==> config.mk <==
export PLATFORM = sky130hd
export DESIGN_NAME = pci_rd_cmd_sel
export DESIGN_NICKNAME = d
export VERILOG_FILES = /design/src/rtl/pci_rdsel_pkg.sv /design/src/rtl/rdsel_qualify.sv /design/src/rtl/rdsel_pick.sv /design/src/rtl/pci_rd_cmd_sel.sv
export SDC_FILE = /design/constraint.sdc
export NUM_CORES = 1
export LEC_CHECK = 0
export BUFFER_PORTS_ARGS = -buffer_cell sky130_fd_sc_hd__clkbuf_2
export CAP_MARGIN = 20
export CORE_MARGIN = 5
export CORE_UTILIZATION = 40
export DETAILED_ROUTE_END_ITERATION = 10
export PLACE_DENSITY = 0.77
export SETUP_SLACK_MARGIN = 0.02
export SLEW_MARGIN = 0
export SYNTH_ARGS = -nofsm -noshare
export SYNTH_HDL_FRONTEND = slang
export SYNTH_HIERARCHICAL = 1
export SYNTH_SLANG_ARGS = --single-unit
==> constraint.sdc <==
create_clock -name clk -period 5.55 [get_ports clk]
set_input_delay 0.555 -clock clk [delete_from_list [all_inputs] [get_ports clk]]
set_output_delay 0.555 -clock clk [all_outputs]
set_load 0.02 [all_outputs]
==> src/rtl/pci_rdsel_pkg.sv <==
package pci_rdsel_pkg;

    typedef enum logic [3:0] {
        CMD_NONE      = 4'b0000,
        CMD_MEM_READ  = 4'b0110,
        CMD_READ_MULT = 4'b1100,
        CMD_READ_LINE = 4'b1110
    } bus_cmd_e;

    // Per-burst grant flags produced by the qualifier.
    typedef struct packed {
        logic line_grant;
        logic mult_grant;
    } qual_t;

    localparam int unsigned LINE_MIN_BYTES = 2;
    localparam int unsigned LINE_MAX_BYTES = 128;

    // Usable line size: power of two within [LINE_MIN_BYTES, LINE_MAX_BYTES].
    function automatic logic line_size_legal(input logic [31:0] v);
        return (v >= LINE_MIN_BYTES) && (v <= LINE_MAX_BYTES) &&
               ((v & (v - 32'd1)) == 32'd0);
    endfunction

endpackage

==> src/rtl/rdsel_qualify.sv <==
module rdsel_qualify
    import pci_rdsel_pkg::*;
#(
    parameter int ADDR_W  = 32,
    parameter int CNT_W   = 24,
    parameter int LINE_W  = 8,
    parameter int BURST_W = 16
) (
    input  logic               cls_en,
    input  logic               line_rd_en,
    input  logic               mult_rd_en,
    input  logic [LINE_W-1:0]  line_sz,
    input  logic [BURST_W-1:0] burst_sz,
    input  logic [ADDR_W-1:0]  addr,
    input  logic [CNT_W-1:0]   remain,
    input  logic               op_fetch,
    output qual_t              q
);

    logic [ADDR_W-1:0] line_mask;
    logic              size_ok;
    logic              fits_burst;
    logic              aligned;
    logic              base_ok;
    logic              len_line;
    logic              len_mult;

    always_comb begin
        line_mask  = ADDR_W'(line_sz) - ADDR_W'(1);
        size_ok    = line_size_legal(32'(line_sz));
        fits_burst = BURST_W'(line_sz) <= burst_sz;
        aligned    = (addr & line_mask) == '0;
        base_ok    = cls_en && size_ok && fits_burst && aligned;
        len_line   = remain >= CNT_W'(burst_sz);
        len_mult   = remain >= CNT_W'({line_sz, 1'b0});

        q.line_grant = base_ok && line_rd_en && len_line;
        q.mult_grant = base_ok && mult_rd_en && !op_fetch && len_mult;
    end

endmodule

==> src/rtl/rdsel_pick.sv <==
module rdsel_pick
    import pci_rdsel_pkg::*;
#(
    parameter bit MULT_FIRST = 1'b1
) (
    input  qual_t    q,
    output bus_cmd_e sel
);

    generate
        if (MULT_FIRST) begin : g_mult_first
            always_comb begin
                if (q.mult_grant)      sel = CMD_READ_MULT;
                else if (q.line_grant) sel = CMD_READ_LINE;
                else                   sel = CMD_MEM_READ;
            end
        end else begin : g_line_first
            always_comb begin
                if (q.line_grant)      sel = CMD_READ_LINE;
                else if (q.mult_grant) sel = CMD_READ_MULT;
                else                   sel = CMD_MEM_READ;
            end
        end
    endgenerate

endmodule

==> src/rtl/pci_rd_cmd_sel.sv <==
module pci_rd_cmd_sel
    import pci_rdsel_pkg::*;
#(
    parameter int ADDR_W     = 32,
    parameter int CNT_W      = 24,
    parameter int LINE_W     = 8,
    parameter int BURST_W    = 16,
    parameter bit MULT_FIRST = 1'b1
) (
    input  logic               clk,
    input  logic               rst,
    input  logic               cls_en,
    input  logic               line_rd_en,
    input  logic               mult_rd_en,
    input  logic [LINE_W-1:0]  line_sz,
    input  logic [BURST_W-1:0] burst_sz,
    input  logic [ADDR_W-1:0]  addr,
    input  logic [CNT_W-1:0]   remain,
    input  logic               op_fetch,
    input  logic               start,
    output logic [3:0]         cmd,
    output logic               cmd_vld
);

    qual_t    qual;
    bus_cmd_e next_cmd;
    bus_cmd_e cmd_q;
    logic     vld_q;

    rdsel_qualify #(
        .ADDR_W (ADDR_W),
        .CNT_W  (CNT_W),
        .LINE_W (LINE_W),
        .BURST_W(BURST_W)
    ) qual_i (
        .cls_en    (cls_en),
        .line_rd_en(line_rd_en),
        .mult_rd_en(mult_rd_en),
        .line_sz   (line_sz),
        .burst_sz  (burst_sz),
        .addr      (addr),
        .remain    (remain),
        .op_fetch  (op_fetch),
        .q         (qual)
    );

    rdsel_pick #(
        .MULT_FIRST(MULT_FIRST)
    ) pick_i (
        .q  (qual),
        .sel(next_cmd)
    );

    always_ff @(posedge clk) begin
        if (rst) begin
            cmd_q <= CMD_NONE;
            vld_q <= 1'b0;
        end else begin
            vld_q <= start;
            if (start) cmd_q <= next_cmd;
        end
    end

    assign cmd     = cmd_q;
    assign cmd_vld = vld_q;

endmodule

* Word-level counts from Yosys, hierarchy flattened
Cells that the tools add are included.
Widths: inputs -> output; s select.
** Storage, ports and cells
- Bits in registers :: 5
- Bits of input ports :: 87
- Output and inout bits :: 5
- Word-level logic and storage cells :: 25
** Cells by class
- $add $sub $neg :: 1
- Magnitude comparators :: 5
- Mux-type cells :: 2
- Bitwise operators :: 2
- Reduce and logical (&&, ||, !) cells :: 13
** Operator list (number)
- $logic_not 32->1 :: 2
- $and 32x32->32 :: 1
- $and 8x32->32 :: 1
- $ge 24x16->1 :: 1
- $ge 24x9->1 :: 1
- $le 8x16->1 :: 1
- $logic_and 1x1->1 :: 10
- $sub 8x1->9 const B :: 1
- $ge 8x2->1 const B :: 1
- $le 8x8->1 const B :: 1
- $mux 4 :: 2
- $logic_not 1->1 :: 1

* Logic depth before layout (Yosys ltp)
- Depth in word-level cells :: 11
- Gate-level depth with buffers :: 14
- Gate-level depth less buffers :: 14

* Modules after synthesis
Netlist, hierarchy kept.
** Modules (own cells, without submodules)
- rdsel_qualify :: times used 1, cells an instance 158, area an instance 1196.1 µm², seq. area each 0.0 µm²
- pci_rd_cmd_sel :: times used 1, cells an instance 15, area an instance 172.7 µm², seq. area each 100.1 µm²
- rdsel_pick :: times used 1, cells an instance 6, area an instance 32.5 µm², seq. area each 0.0 µm²

* Worst setup path before layout
Ideal clock, no wire load.
- Path type :: input to register
- From :: input port line_sz[0]
- To :: register cmd_q[1], in the netlist cmd[1]
- Library setup time :: 114 ps
- Arrival time :: 2642 ps
- Required time :: 5436 ps
- Path slack :: 2793 ps
- Stages :: 11
- Buffers on the path :: 0
- Cells stage by stage :: or3_4 > nand4b_4 > ha_1 > nor2b_4 > a2111o_1 > nor4_2 > o211ai_1 > a2111oi_2 > inv_1 > mux2i_1 > nor2_1
** RTL lines
- start: declaration :: RTL line pci_rd_cmd_sel.sv:15 : input logic [LINE_W-1:0] line_sz,
- end signal: assignment :: RTL line pci_rd_cmd_sel.sv:60 : if (start) cmd_q <= next_cmd;
- end: declaration :: RTL line pci_rd_cmd_sel.sv:27 : bus_cmd_e cmd_q;

==> PnR_summary.wiki <==
{| class="wikitable"
! Metric !! Value
|-
| Ys async rst share || 0%
|-
| Worst Clk Skew || 0 ps
|-
| Vertical die dimension || 69.2 microns
|-
| Critical path arrival || just over 3000 ps
|-
| Worst reg2reg endpoint || cmd[2]
|-
| Startpoint of the lowest-slack hold path || cmd[0]
|-
| Cell Int Power || 119 uW
|-
| Gr usage total || between 15 and 20%
|-
| Syn-to-layout area delta || 36.6%
|-
| Initial antenna violation count || 0
|-
| Synth warn || 6
|-
| Routed WL per cell || 12.4 microns
|-
| Max Slew Vio Count || 0
|-
| WL final || between 3000 and 4000 microns
|-
| Number of instances resized during post-cts repair || 0
|-
| Most frequent cell after synthesis || ha_1
|-
| Grt ovf || 0
|-
| Final HPWL from detailed placement || 3670 microns
|-
| Bufs on Longest Clock Path || 2
|-
| Count of state elements after synthesis || 5
|-
| R2r setup slk || 4940 ps
|-
| Initial cell density of the core || 41.7%
|-
| Area share of the largest cell type after synthesis || a little over a third
|-
| Cell Chain, Critical Path || clkbuf_2, inv_1, ha_1, inv_1, nor3_1, nand3_1, ha_1, nor4b_2, nand2_1, nor4_2, o211ai_1, a2111oi_2, inv_1, mux2i_1, nor2_1
|-
| Worst-case hold path end point || cmd[0]
|-
| Post-route total power || about 190 uW
|-
| Number of cells on the worst reg-to-reg path || 2
|-
| Length of the first detailed-routing pass in iterations || 4
|-
| Total die area || 4790 sq um
|-
| CTS root buffer || clkbuf_4
|-
| Most prevalent standard cell on the critical path || inv_1
|-
| Synth Flop Type || dfxtp_1
|-
| Clock tree from TritonCTS || yes
|-
| Largest net degree at the start of global routing || 7
|-
| Final critical path time including I/O delays and setup || approximately 2900 ps
|-
| First-pass GRT wire length || ~7000 microns
|-
| Post-route insts no fill || approximately 320
|-
| Share of layout cells above drive strength 1 || ~37%
|-
| Register area share after synthesis || a little over 7%
|-
| Clock transition at the registers of the reported paths || 50 ps
|-
| Endpoints failing setup || 0
|-
| Sum of buffers and inverters on the critical path || 4
|-
| Hold depth || 2
|-
| GPL Wtd Cong || 0.837
|-
| Setup_tns || 0 ps
|-
| Setup repair bufs after CTS || 0
|-
| Slowest stage cell on the critical path || a2111oi_2
|-
| Die X-Extent || 69.2 microns
|-
| Residual DRC || 0
|-
| Post-synth cell types || 38
|-
| Diodes inserted || 0
|-
| Count of nets left with antenna violations after detail routing || 0
|-
| Total net switching power || just under 70 uW
|-
| Sequential share of power || between 20% and 30%
|-
| Drt first-iter violations || 26
|-
| Mean number of vias per cell || 5.02
|-
| Cell Pwr Density || slightly below 100 nW/um^2
|-
| I/O Buffers || ~90
|-
| Worst r2r src || cmd[2]
|-
| Ports || between 90 and 100
|-
| Worst ir drop on vdd || between 40 and 50 uV
|-
| Post-synth EDFFs || 0
|-
| CP max stage delay || between 300 and 400 ps
|-
| Via count of the first global-routing pass || roughly 1700
|-
| Post-Route Hold Slack || approximately 510 ps
|-
| Final Net Count || 400
|-
| Crit-path leading delay family || simple AND/OR/NAND/NOR gates
|-
| Kind of path behind the tightest hold check || register to register
|-
| Standard-cell rows || 21
|-
| Nets in the synthesized netlist || 307
|-
| # clock sinks || 5
|-
| Max Cap Viol || 0
|-
| Switching portion of total power || a little under two fifths
|-
| Clock share of power || a little under a quarter
|-
| Top cell type by total area after synthesis || ha_1
|-
| Maximum clock rate || approximately 340 MHz
|-
| Combinational group share of total power || between 50% and 60%
|-
| Via count || ~1600
|-
| Number of hold violations in the final report || 0
|-
| Count of H-tree levels built during CTS || 1
|-
| Cells after DPL || ~310
|-
| Type of the worst setup path || input pin to register
|-
| Core Area || 3360 sq um
|-
| Crit end category || register
|-
| Number of buffers created by CTS || 3
|-
| Kind of start point of the critical path || input pin
|-
| Static Leak || approximately 0.0011 uW
|-
| Clock latency of the later-clocked register in the worst-skew pair || between 200 and 250 ps
|-
| Data required time of the worst path || roughly 5700 ps
|-
| Top cells by area, synth || ha_1 (37%), inv_1 (8.6%), dfxtp_1 (7.1%), nor4_1 (6.7%), a21oi_1 (3.9%)
|-
| Status || completed
|-
| Number of cells produced by synthesis || 179
|-
| Number of filler instances in the final layout || 345
|-
| Commonest cells in the netlist || ha_1 (41), inv_1 (32), nor4_1 (15)
|-
| Cts-stage hold buffer count || 0
|-
| Cell Area, Synth || between 1000 and 1500 sq um
|-
| Worst-path fanout max || 4
|-
| Avg Cell Area, Syn || a little under 8 sq um
|-
| Period utilization || 53.0%
|-
| RSZ-0062 raised after global routing || false
|}
## through the flow
stage | util (%) | cell area [sq um] | setup WS (ps)
5_1_grt | 56.9 | 1910 | 2290
2_1_floorplan | - | 1400 | 2790
3_3_place_gp | 56.1 | 1890 | 2510
6_report | 56.9 | 1910 | 2610
4_1_cts | 56.9 | 1910 | 2580
3_5_place_dp | 56.1 | 1890 | 2390
## how the worst max path moves through the flow
stage | from | end | slack, ps | depth (start not counted)
5_1_grt | line_sz[0] | cmd[3] | 2290 | 15
4_1_cts | line_sz[0] | cmd[1] | 2580 | 15
6_report | line_sz[0] | cmd[1] | 2610 | 15
3_5_place_dp | line_sz[0] | cmd[1] | 2390 | 15
2_1_floorplan | line_sz[0] | cmd[1] | 2790 | 11
3_3_place_gp | line_sz[0] | cmd[1] | 2510 | 15
## area by class of cell
class	instances	area [sq um]	share of cell area [%]
multi-input cells	139	1150	60.3
repair buffers	91	455	23.8
inverters	32	120	6.27
flip-flops and latches	5	100	5.23
well taps	46	57.6	3.01
clock buffers	4	26.3	1.37
## tightest hold or removal path: cells and delay by family (launching register included)
kind / cells / cell delay, ps
mux: 1 / 70
simple gates: 1 / 80
flops: 1 / 320
## metal layers
metal / vias to the layer above / wire length [microns] / track usage (%)
met1: 687 / 1630 / 20.9
met4: 0 / 10 / 3.04
met3: 2 / 334 / 4.49
li1: 839 / - / -
met5: - / 0 / 0
met2: 63 / 1960 / 30.1
## state kept, by name (all words and copies together) (netlist names)
name     count
cmd          4
cmd_vld      1
## kinds of logic (layout without fill, tap and decap cells)
| kind of cell | count (synthesis) | in the layout | synth area share [%] |
|---|---|---|---|
| simple gates | 58 | 58 | 26.1 |
| compound gates | 34 | 34 | 16.3 |
| fa+ha+maj | 41 | 41 | 36.6 |
| mux | 4 | 4 | 2.86 |
| buf+inv | 35 | 127 | 10.4 |
| flops | 5 | 5 | 7.14 |
| other cells | 2 | 2 | 0.536 |
## power by group through the flow
stage | sequential [uW] | combinational, uW | clock [uW]
floorplan | 41.4 | 54.7 | 0
global placement | 39.1 | 104 | 0
detailed placement | 39.4 | 106 | 0
CTS | 38.7 | 107 | 43.2
global route | 38.7 | 124 | 45.7
finish | 38.6 | 106 | 42.4
## cell usage in the layout (no fill, tap or decap), types with 3 or more instances in the layout
cell,n
clkbuf_2,91
mux2i_1,4
nor2b_1,7
inv_1,32
dfxtp_1,5
nor4_1,15
clkbuf_4,3
nand4_1,6
o211ai_1,4
a21oi_1,11
ha_1,41
o21ai_0,4
nand3_1,4
nand2_1,7
nor2_1,7
Note: power is estimated with default switching activity, not from simulation.
